==> src/rtl/dac_dbuf_pkg.sv <==
`timescale 1ns/1ps
package dac_dbuf_pkg;
  // how the DAC register reacts to a completed write
  typedef enum logic [0:0] {
    UPD_AUTO = 1'b0,
    UPD_SYNC = 1'b1
  } upd_mode_e;

  localparam int unsigned DEF_SYNC_STAGES = 2;
endpackage

==> src/rtl/dac_sync.sv <==
`timescale 1ns/1ps
// multi-stage synchronizer / aligned delay line with a reset value
module dac_sync #(
  parameter int unsigned W      = 1,
  parameter int unsigned STAGES = 2,
  parameter logic [W-1:0] RST_VAL = '0
) (
  input  logic         clk,
  input  logic         rst_n,
  input  logic [W-1:0] d,
  output logic [W-1:0] q
);
  logic [STAGES-1:0][W-1:0] chain_q;
  logic [STAGES-1:0][W-1:0] chain_d;

  generate
    if (STAGES == 1) begin : g_one
      assign chain_d = d;
    end else begin : g_many
      assign chain_d = {chain_q[STAGES-2:0], d};
    end
  endgenerate

  always_ff @(posedge clk or negedge rst_n) begin
    if (!rst_n) chain_q <= {STAGES{RST_VAL}};
    else        chain_q <= chain_d;
  end

  assign q = chain_q[STAGES-1];
endmodule

==> src/rtl/dac_pulse_mon.sv <==
`timescale 1ns/1ps
// measures low-pulse length of a synchronized strobe and flags short ones
module dac_pulse_mon #(
  parameter int unsigned CW = 8
) (
  input  logic          clk,
  input  logic          rst_n,
  input  logic          active,
  input  logic [CW-1:0] min_len,
  output logic          prev_o,
  output logic          short_o
);
  logic [CW-1:0] cnt_q, cnt_d;
  logic          act_q;
  logic          end_w;

  always_comb begin
    cnt_d = cnt_q;
    if (active) begin
      if (cnt_q != '1) cnt_d = cnt_q + CW'(1);
    end else begin
      cnt_d = '0;
    end
  end

  always_ff @(posedge clk or negedge rst_n) begin
    if (!rst_n) begin
      cnt_q <= '0;
      act_q <= 1'b0;
    end else begin
      cnt_q <= cnt_d;
      act_q <= active;
    end
  end

  assign end_w   = act_q & ~active;
  assign short_o = end_w & (cnt_q < min_len);
  assign prev_o  = act_q;
endmodule

==> src/rtl/dac_regs.sv <==
`timescale 1ns/1ps
// input register, DAC register and power-on state
module dac_regs
  import dac_dbuf_pkg::*;
#(
  parameter int unsigned DW = 8
) (
  input  logic          clk,
  input  logic          rst_n,
  input  logic [DW-1:0] data_s,
  input  logic          wr_end,
  input  logic          ld_act,
  input  logic          ld_fall,
  input  logic          clr_ok,
  output logic [DW-1:0] in_q,
  output logic [DW-1:0] dac_q,
  output logic          por_q
);
  logic [DW-1:0] in_d, dac_d;
  logic          por_d;
  upd_mode_e     mode;

  always_comb begin
    mode  = ld_act ? UPD_AUTO : UPD_SYNC;
    in_d  = wr_end ? data_s : in_q;
    por_d = por_q & ~wr_end;
    dac_d = dac_q;
    if (!clr_ok) begin
      dac_d = '0;
    end else if (wr_end && (mode == UPD_AUTO || por_q)) begin
      dac_d = data_s;
    end else if (por_q) begin
      dac_d = in_q;           // transparent while in power-on state
    end else if (ld_fall) begin
      dac_d = in_q;
    end
  end

  always_ff @(posedge clk or negedge rst_n) begin
    if (!rst_n) begin
      in_q  <= '0;
      dac_q <= '0;
      por_q <= 1'b1;
    end else begin
      in_q  <= in_d;
      dac_q <= dac_d;
      por_q <= por_d;
    end
  end
endmodule

==> src/rtl/dac_dbuf_ctrl.sv <==
`timescale 1ns/1ps
module dac_dbuf_ctrl #(
  parameter int unsigned DW          = 8,
  parameter int unsigned CW          = 8,
  parameter int unsigned SYNC_STAGES = dac_dbuf_pkg::DEF_SYNC_STAGES
) (
  input  logic          clk,
  input  logic          rst_n,
  input  logic          cs_n,
  input  logic          wr_n,
  input  logic          ld_n,
  input  logic          clr_n,
  input  logic          pd_n,
  input  logic [DW-1:0] din,
  input  logic [CW-1:0] min_pulse,
  input  logic          err_clr,
  output logic [DW-1:0] code,
  output logic          pd_flag,
  output logic          proto_err
);
  localparam int unsigned NCTL = 4;

  logic [NCTL-1:0] ctl_s;
  logic [DW-1:0]   data_s;
  logic            clr_ok;
  logic            clr_arst_n;
  logic            wr_act, ld_act;
  logic            wr_prev, ld_prev;
  logic            wr_short, ld_short;
  logic            wr_end, ld_fall;
  logic [DW-1:0]   in_q, dac_q;
  logic            por_q;
  logic            err_q, err_d;

  dac_sync #(.W(NCTL), .STAGES(SYNC_STAGES), .RST_VAL({NCTL{1'b1}})) u_ctl_sync (
    .clk(clk), .rst_n(rst_n), .d({cs_n, wr_n, ld_n, pd_n}), .q(ctl_s));

  dac_sync #(.W(DW), .STAGES(SYNC_STAGES), .RST_VAL('0)) u_dat_sync (
    .clk(clk), .rst_n(rst_n), .d(din), .q(data_s));

  // clear: asynchronous assert, synchronous release
  assign clr_arst_n = rst_n & clr_n;
  dac_sync #(.W(1), .STAGES(SYNC_STAGES), .RST_VAL(1'b0)) u_clr_sync (
    .clk(clk), .rst_n(clr_arst_n), .d(1'b1), .q(clr_ok));

  assign wr_act = ~ctl_s[3] & ~ctl_s[2];
  assign ld_act = ~ctl_s[1];

  dac_pulse_mon #(.CW(CW)) u_wr_mon (
    .clk(clk), .rst_n(rst_n), .active(wr_act), .min_len(min_pulse),
    .prev_o(wr_prev), .short_o(wr_short));

  dac_pulse_mon #(.CW(CW)) u_ld_mon (
    .clk(clk), .rst_n(rst_n), .active(ld_act), .min_len(min_pulse),
    .prev_o(ld_prev), .short_o(ld_short));

  assign wr_end  = wr_prev & ~wr_act;
  assign ld_fall = ~ld_prev & ld_act;

  dac_regs #(.DW(DW)) u_regs (
    .clk(clk), .rst_n(rst_n), .data_s(data_s), .wr_end(wr_end),
    .ld_act(ld_act), .ld_fall(ld_fall), .clr_ok(clr_ok),
    .in_q(in_q), .dac_q(dac_q), .por_q(por_q));

  always_comb begin
    err_d = err_q;
    if (err_clr)               err_d = 1'b0;
    if (wr_short || ld_short)  err_d = 1'b1;
  end

  always_ff @(posedge clk or negedge rst_n) begin
    if (!rst_n) err_q <= 1'b0;
    else        err_q <= err_d;
  end

  assign code      = clr_ok ? dac_q : '0;
  assign pd_flag   = ~ctl_s[0];
  assign proto_err = err_q;
endmodule

==> config.mk <==
export PLATFORM = sky130hd
export DESIGN_NAME = dac_dbuf_ctrl
export DESIGN_NICKNAME = d
export VERILOG_FILES = /design/src/rtl/dac_dbuf_pkg.sv /design/src/rtl/dac_sync.sv /design/src/rtl/dac_pulse_mon.sv /design/src/rtl/dac_regs.sv /design/src/rtl/dac_dbuf_ctrl.sv
export SDC_FILE = /design/constraint.sdc
export NUM_CORES = 1
export LEC_CHECK = 0
export BUFFER_PORTS_ARGS = -buffer_cell sky130_fd_sc_hd__buf_2
export CAP_MARGIN = 15
export CELL_PAD_IN_SITES_DETAIL_PLACEMENT = 0
export CELL_PAD_IN_SITES_GLOBAL_PLACEMENT = 2
export CORE_ASPECT_RATIO = 0.6
export CORE_MARGIN = 2
export CORE_UTILIZATION = 41
export CTS_CLUSTER_SIZE = 8
export DETAILED_ROUTE_END_ITERATION = 10
export PLACE_DENSITY = 0.92
export SETUP_SLACK_MARGIN = 0.2
export SYNTH_ARGS = -nofsm -noshare
export SYNTH_HDL_FRONTEND = slang
export SYNTH_SLANG_ARGS = --single-unit
==> constraint.sdc <==
create_clock -name clk -period 3.2 [get_ports clk]
set_input_delay 0.64 -clock clk [delete_from_list [all_inputs] [get_ports clk]]
set_output_delay 0.64 -clock clk [all_outputs]
set_load 0.1 [all_outputs]
==> results.json, run 1 <==
{
  "outcome": "complete, no violations",
  "tns_ns": 0,
  "synth_most_common_cell": "dfrtp_1",
  "cts_made_buffers": 9,
  "setup_viol": 0,
  "skew_ns": 0.00923,
  "place_congestion": 0.768,
  "async_flop_share_pct": 100,
  "synth_common_cells": "dfrtp_1 (53), nand2_1 (21), ha_1 (16), o21ai_0 (16), nor2_1 (15)",
  "slew_headroom_pct": 59.4,
  "core-area_sq_um": 6250,
  "tightest_slew_ns": 0.605,
  "fin_ws_ns": 1.08,
  "setup.worst_path.end_class": "output pin",
  "syn_nets": 276,
  "hold_path_class": "in2async",
  "synth_top_area_share_pct": 48.9,
  "io_pins": 34,
  "synth-simple-area-share_pct": 15.4,
  "ctsHtreeMaxLevel": 3,
  "critPathMaxFanout": 11,
  "pre_cts_slack_ns": 1.23,
  "wl_um": 4970,
  "cts_resized": 0,
  "placed_cells": 350,
  "die-area_sq_um": 7310,
  "synth_area_leaders": "dfrtp_1 (49%), dfstp_2 (8.7%), ha_1 (7.4%)",
  "dp_hpwl_um": 3660,
  "num_rows": 22,
  "rsz0062_at_grt": "no",
  "p_leak_nw": 1.48,
  "dr.pass1.iters": 4,
  "diodes": 0,
  "yosys_warnings": 0,
  "die_w_um": 109,
  "synth_seq_area_share_pct": 57.6,
  "cts.sinks": 62,
  "synth_adder_area_share_pct": 7.38,
  "fmax_mhz": 471,
  "clkTransAtPathRegs_ns": 0.06,
  "crit_arrival_ns": 1.48,
  "grtUsageTotal_pct": 15.7,
  "cts_tree": "built",
  "critPathKind": "reg2out",
  "dr_total_vias": 1780,
  "insertion_delay_ns": 0.34,
  "final_cell_area_sq_um": 3170,
  "cp.required_ns": 2.56,
  "final_nets": 317,
  "holdWs_ns": 0.184,
  "drtIter0Drc": 68,
  "wl_per_cell_um": 13.6,
  "cts_setup_buffers": 0,
  "grt_max_degree": 30,
  "die_h_um": 67.0,
  "irDropWorstVdd_v": 0.000327,
  "synth_cells": 236,
  "start_util_pct": 43.4,
  "synth_xor_area_share_pct": 0.645,
  "hold_buffers": 0,
  "drv_cap": 0,
  "fill_cells": 584,
  "port_buffers": 33,
  "synth_edf_count": 0,
  "synth_cell_type_count": 41,
  "drive_above_1_share_pct": 25.9,
  "multi_input_area_sq_um": 1070,
  "ys_ff_latch": 62,
  "utilization_pct": 50.7,
  "antenna_found_initial": 0,
  "regArea_sq_um": 1560,
  "grt_pass1_wl_um": 8270,
  "clock-root-buffer": "clkbuf_8",
  "route.antenna.remaining_nets": 0,
  "drc": 0,
  "viasPerCell": 4.86,
  "clk_path_buf_depth": 2,
  "synth_compound_gate_area_share_pct": 9.45,
  "finalPower_mw": 1.77,
  "synthToLayoutAreaGrowth_pct": 16.8,
  "startpoint_type": "register",
  "slew_violations": 0,
  "place_area_sq_um": 2970,
  "synth-main-ff-cell": "dfrtp_1",
  "syn_area_sq_um": 2710,
  "synthMuxAreaShare_pct": 6.64,
  "grt_overflow": 0,
  "finalCriticalPeriod_ns": 2.12,
  "syn_area_per_cell_sq_um": 11.5,
  "p_per_area_nw_per_um2": 558,
  "grt_pass1_vias": 1733,
  "yosysTopAreaCell": "dfrtp_1",
  "synth_top_family_by_area": "simple AND/OR/NAND/NOR gates",
  "min_period_over_period_pct": 66.3,
  "fin_cells": 366,
  "final_hold_viol_count": 0
}
[layout make-up]
class                           count  share of cell area, %
Clock buffer                        9                   3.91
Clock inverter                      7                   2.33
Inverter                           13                   1.54
Multi-Input combinational cell    156                   33.9
Sequential cell                    62                   49.3
Tap cell                           84                   3.32
Timing Repair Buffer               35                   5.68
[worst max-delay path, stage by stage (launching register included)]
cell	delay [ns]
dfrtp_1	0.54
and2_1	0.18
buf_2	0.42
[placed cells by master, fill, tap and decap left out, types with 3 or more instances in the layout]
master	instances
or3_1	3
ha_1	16
dfrtp_1	53
nand3_1	3
and2_1	9
o21ai_0	16
nor2b_1	3
nor3_1	9
buf_2	33
clkinvlp_4	4
mux2i_1	9
mux2_2	8
a21oi_1	7
clkbuf_8	9
and3_1	3
nand3b_1	3
nand4_1	4
nor2_1	15
o21a_1	3
nand2_1	21
dfstp_2	9
inv_1	13
[routing by layer]
metal  GRT usage (%)  routed length, um  up-vias
met5               0                  0        -
met4            4.33                 48        0
met3            7.05                190        6
met2            21.5               2080       23
met1            22.1               2650      845
li1                -                  -      906
[cells by family after synthesis]
| family | count (synthesis) |
|---|---|
| and+or+nand+nor | 79 |
| DFF | 62 |
| AOI/OAI and AO/OA | 41 |
| buffers and inverters | 18 |
| muxes | 17 |
| adders and majority gates | 16 |
| xor gates and xnor gates | 2 |
| other | 1 |
[path summary, 6_finish.rpt]
check	from	to	slack (ns)	cells after the start
setup / recovery	u_clr_sync.q	code[4]	1.08	2
hold / removal	clr_n	u_clr_sync.q	0.18	2
setup reg to reg	u_ctl_sync.q[2]	u_regs.dac_q[0]	1.23	4
hold reg to reg	u_dat_sync.chain_d[14]	u_dat_sync.q[6]	0.35	0
max in group asynchronous	rst_n	u_clr_sync.chain_d[1]	2.08	3
min in group clk	u_dat_sync.chain_d[14]	u_dat_sync.q[6]	0.35	0
[power by group]
part	total, mW	internal, mW	switching [mW]
clock	0.677	0.360	0.317
sequential	0.878	0.844	0.0342
combinational	0.213	0.0667	0.146
total	1.77	1.27	0.498
[registers in the layout, indices dropped and copies added (netlist names)]
| register | count |
|---|---|
| u_ctl_sync.q | 4 |
| u_dat_sync.q | 8 |
| u_wr_mon.prev_o | 1 |
| proto_err | 1 |
| u_clr_sync.chain_d | 1 |
| u_wr_mon.cnt_q | 8 |
| u_regs.in_q | 8 |
| u_clr_sync.q | 1 |
| u_regs.por_q | 1 |
| u_ld_mon.prev_o | 1 |
| u_regs.dac_q | 8 |
| u_dat_sync.chain_d | 8 |
| u_ctl_sync.chain_d | 4 |
| u_ld_mon.cnt_q | 8 |
Power figures use the tool's default switching activity.
==> inputs of run 2 (changes only) <==
Settings changed: CORE_UTILIZATION 41 to 34, PLACE_DENSITY 0.92 to 0.82.
Clock period 3.2 ns to 1.85 ns, I/O delays scaled along.
==> run 2 against run 1 <==
Effect of this change: combinational power up 96%; global-route usage down 2.2 points; flip-flop and latch count unchanged; worst hold slack worse by 0.045 ns; utilization down 6.3 points; register-to-register slack worse by 0.98 ns; non-clock buffer count up 13; critical endpoint is now u_ld_mon.cnt_q[5]; largest cell class unchanged; largest power group unchanged.
==> results.json, run 2 (same netlist as run 1, synthesis figures left out) <==
{
  "outcome": "complete, no violations",
  "core-area_sq_um": 7820,
  "drc": 0,
  "die_w_um": 119,
  "antenna_found_initial": 0,
  "die-area_sq_um": 8740,
  "insertion_delay_ns": 0.32,
  "min_from": "pd_n",
  "slowest_delay_ns": 0.46,
  "port_buffers": 33,
  "p_per_area_nw_per_um2": 994,
  "worstSetupStartpoint": "u_ld_mon.cnt_q[1]",
  "viasPerCell": 4.63,
  "grt_pass1_wl_um": 8870,
  "hold_path_class": "in2reg",
  "setup_viol": 0,
  "skew_ns": 0.00743,
  "critPathMaxFanout": 5,
  "drv_cap": 0,
  "slew_violations": 0,
  "critPathMostFrequentCell": "nor3_1",
  "start_util_pct": 34.7,
  "diodes": 0,
  "reg2reg_from": "u_ld_mon.cnt_q[1]",
  "cts.sinks": 62,
  "drive_above_1_share_pct": 32.5,
  "cts_made_buffers": 9,
  "dr.pass1.iters": 4,
  "mostFrequentLayoutCell": "dfrtp_1",
  "grt_overflow": 0,
  "critPathKind": "reg2reg",
  "clock-root-buffer": "clkbuf_16",
  "setup.worst_path.end_class": "register",
  "utilization_pct": 44.4,
  "min_period_over_period_pct": 86.7,
  "ctsHtreeMaxLevel": 3,
  "holdWs_ns": 0.139,
  "irDropWorstVdd_v": 0.000372,
  "final_hold_viol_count": 0,
  "wl_um": 5330,
  "fill_cells": 753,
  "clk_path_buf_depth": 2,
  "final_nets": 330,
  "p_leak_nw": 1.60,
  "clkTransAtPathRegs_ns": 0.06,
  "cp.required_ns": 2.09,
  "finalCriticalPeriod_ns": 1.60,
  "route.antenna.remaining_nets": 0,
  "cts_tree": "built",
  "final_cell_mix": "dfrtp_1 (52), buf_2 (25), nand2_1 (21)",
  "drtIter0Drc": 81,
  "synthToLayoutAreaGrowth_pct": 27.9,
  "path_cells": "ha_1, nand2_1, nor3_2, buf_4, nor3_1, nor3_1",
  "wl_per_cell_um": 13.2,
  "finalPower_mw": 3.45,
  "dr_total_vias": 1865,
  "crit_path_top_delay_cell": "dfrtp_1",
  "place_congestion": 0.795,
  "grt_pass1_vias": 1751,
  "dp_hpwl_um": 3730,
  "grtUsageTotal_pct": 13.5,
  "crit_arrival_ns": 1.84,
  "die_h_um": 73.2,
  "fmax_mhz": 623,
  "final_cell_area_sq_um": 3470,
  "tns_ns": 0,
  "startpoint_type": "register",
  "grt_max_degree": 34,
  "io_pins": 34,
  "num_rows": 25,
  "place_area_sq_um": 3080,
  "rsz0062_at_grt": "yes"
}
[run 2: cell types whose count changed in the layout (fill, tap and decap cells not counted), sizes merged]
cell / previous run / this run
buf: 35 / 46
dlygate4sd3: 0 / 2
clkinv: 1 / 3
bufinv: 1 / 0
clkinvlp: 4 / 3
[run 2: critical path: cells and delay by family, from the launching register on]
kind | cells | cell delay, ns
fa+ha+maj | 1 | 0.30
buf+inv | 1 | 0.15
flops | 1 | 0.46
simple gates | 4 | 0.62
[run 2: final timing paths]
path,slack [ns],to,cells after the start
worst min-delay path,0.14,u_ctl_sync.chain_d[4],1
worst max-delay path,0.25,u_ld_mon.cnt_q[5],6
min in group asynchronous,0.47,u_wr_mon.cnt_q[4],2
worst max register to register,0.25,u_ld_mon.cnt_q[5],6
worst min register to register,0.34,u_clr_sync.q,0
max in group asynchronous,0.72,u_clr_sync.q,4
[run 2: metal layers]
metal	up-vias	part of all wire (%)	GRT usage, %
li1	933	-	-
met1	903	53	19.3
met2	23	43	18.7
met3	6	3.2	4.77
met4	0	0.94	5.10
met5	-	0	0
[run 2: power breakdown]
group | leakage, nW | switching (mW) | internal, mW
Clock | 0.128 | 0.609 | 0.906
Combinational | 0.711 | 0.263 | 0.154
Sequential | 0.758 | 0.0566 | 1.46
[run 2: through the flow]
| step | worst slack (ns) | std cells |
|---|---|---|
| finish | 0.246 | 403 |
| global route | 0.0890 | 403 |
| CTS | 0.213 | 399 |
| detailed placement | 0.134 | 381 |
| global placement | 0.204 | 381 |
| floorplan | 0.277 | 236 |
[run 2: area by class of cell]
cell class	instances	area, sq um	share of cell area, %
clock buffers	9	225	6.49
clock inverters	7	50.0	1.44
multi-input cells	156	1100	31.8
repair buffers	48	345	9.95
inverters	13	48.8	1.41
well taps	108	135	3.89
flip-flops and latches	62	1560	45.0
[run 2: timing repair]
action / 4_1_cts / 5_1_grt
hold buffers: 2 / 0
hold endpoints to repair: 12 / 0
pin swaps: 1 / 1
buffers inserted: 0 / 4
endpoints found under the setup margin: 13 / 17
resized for setup: 9 / 13
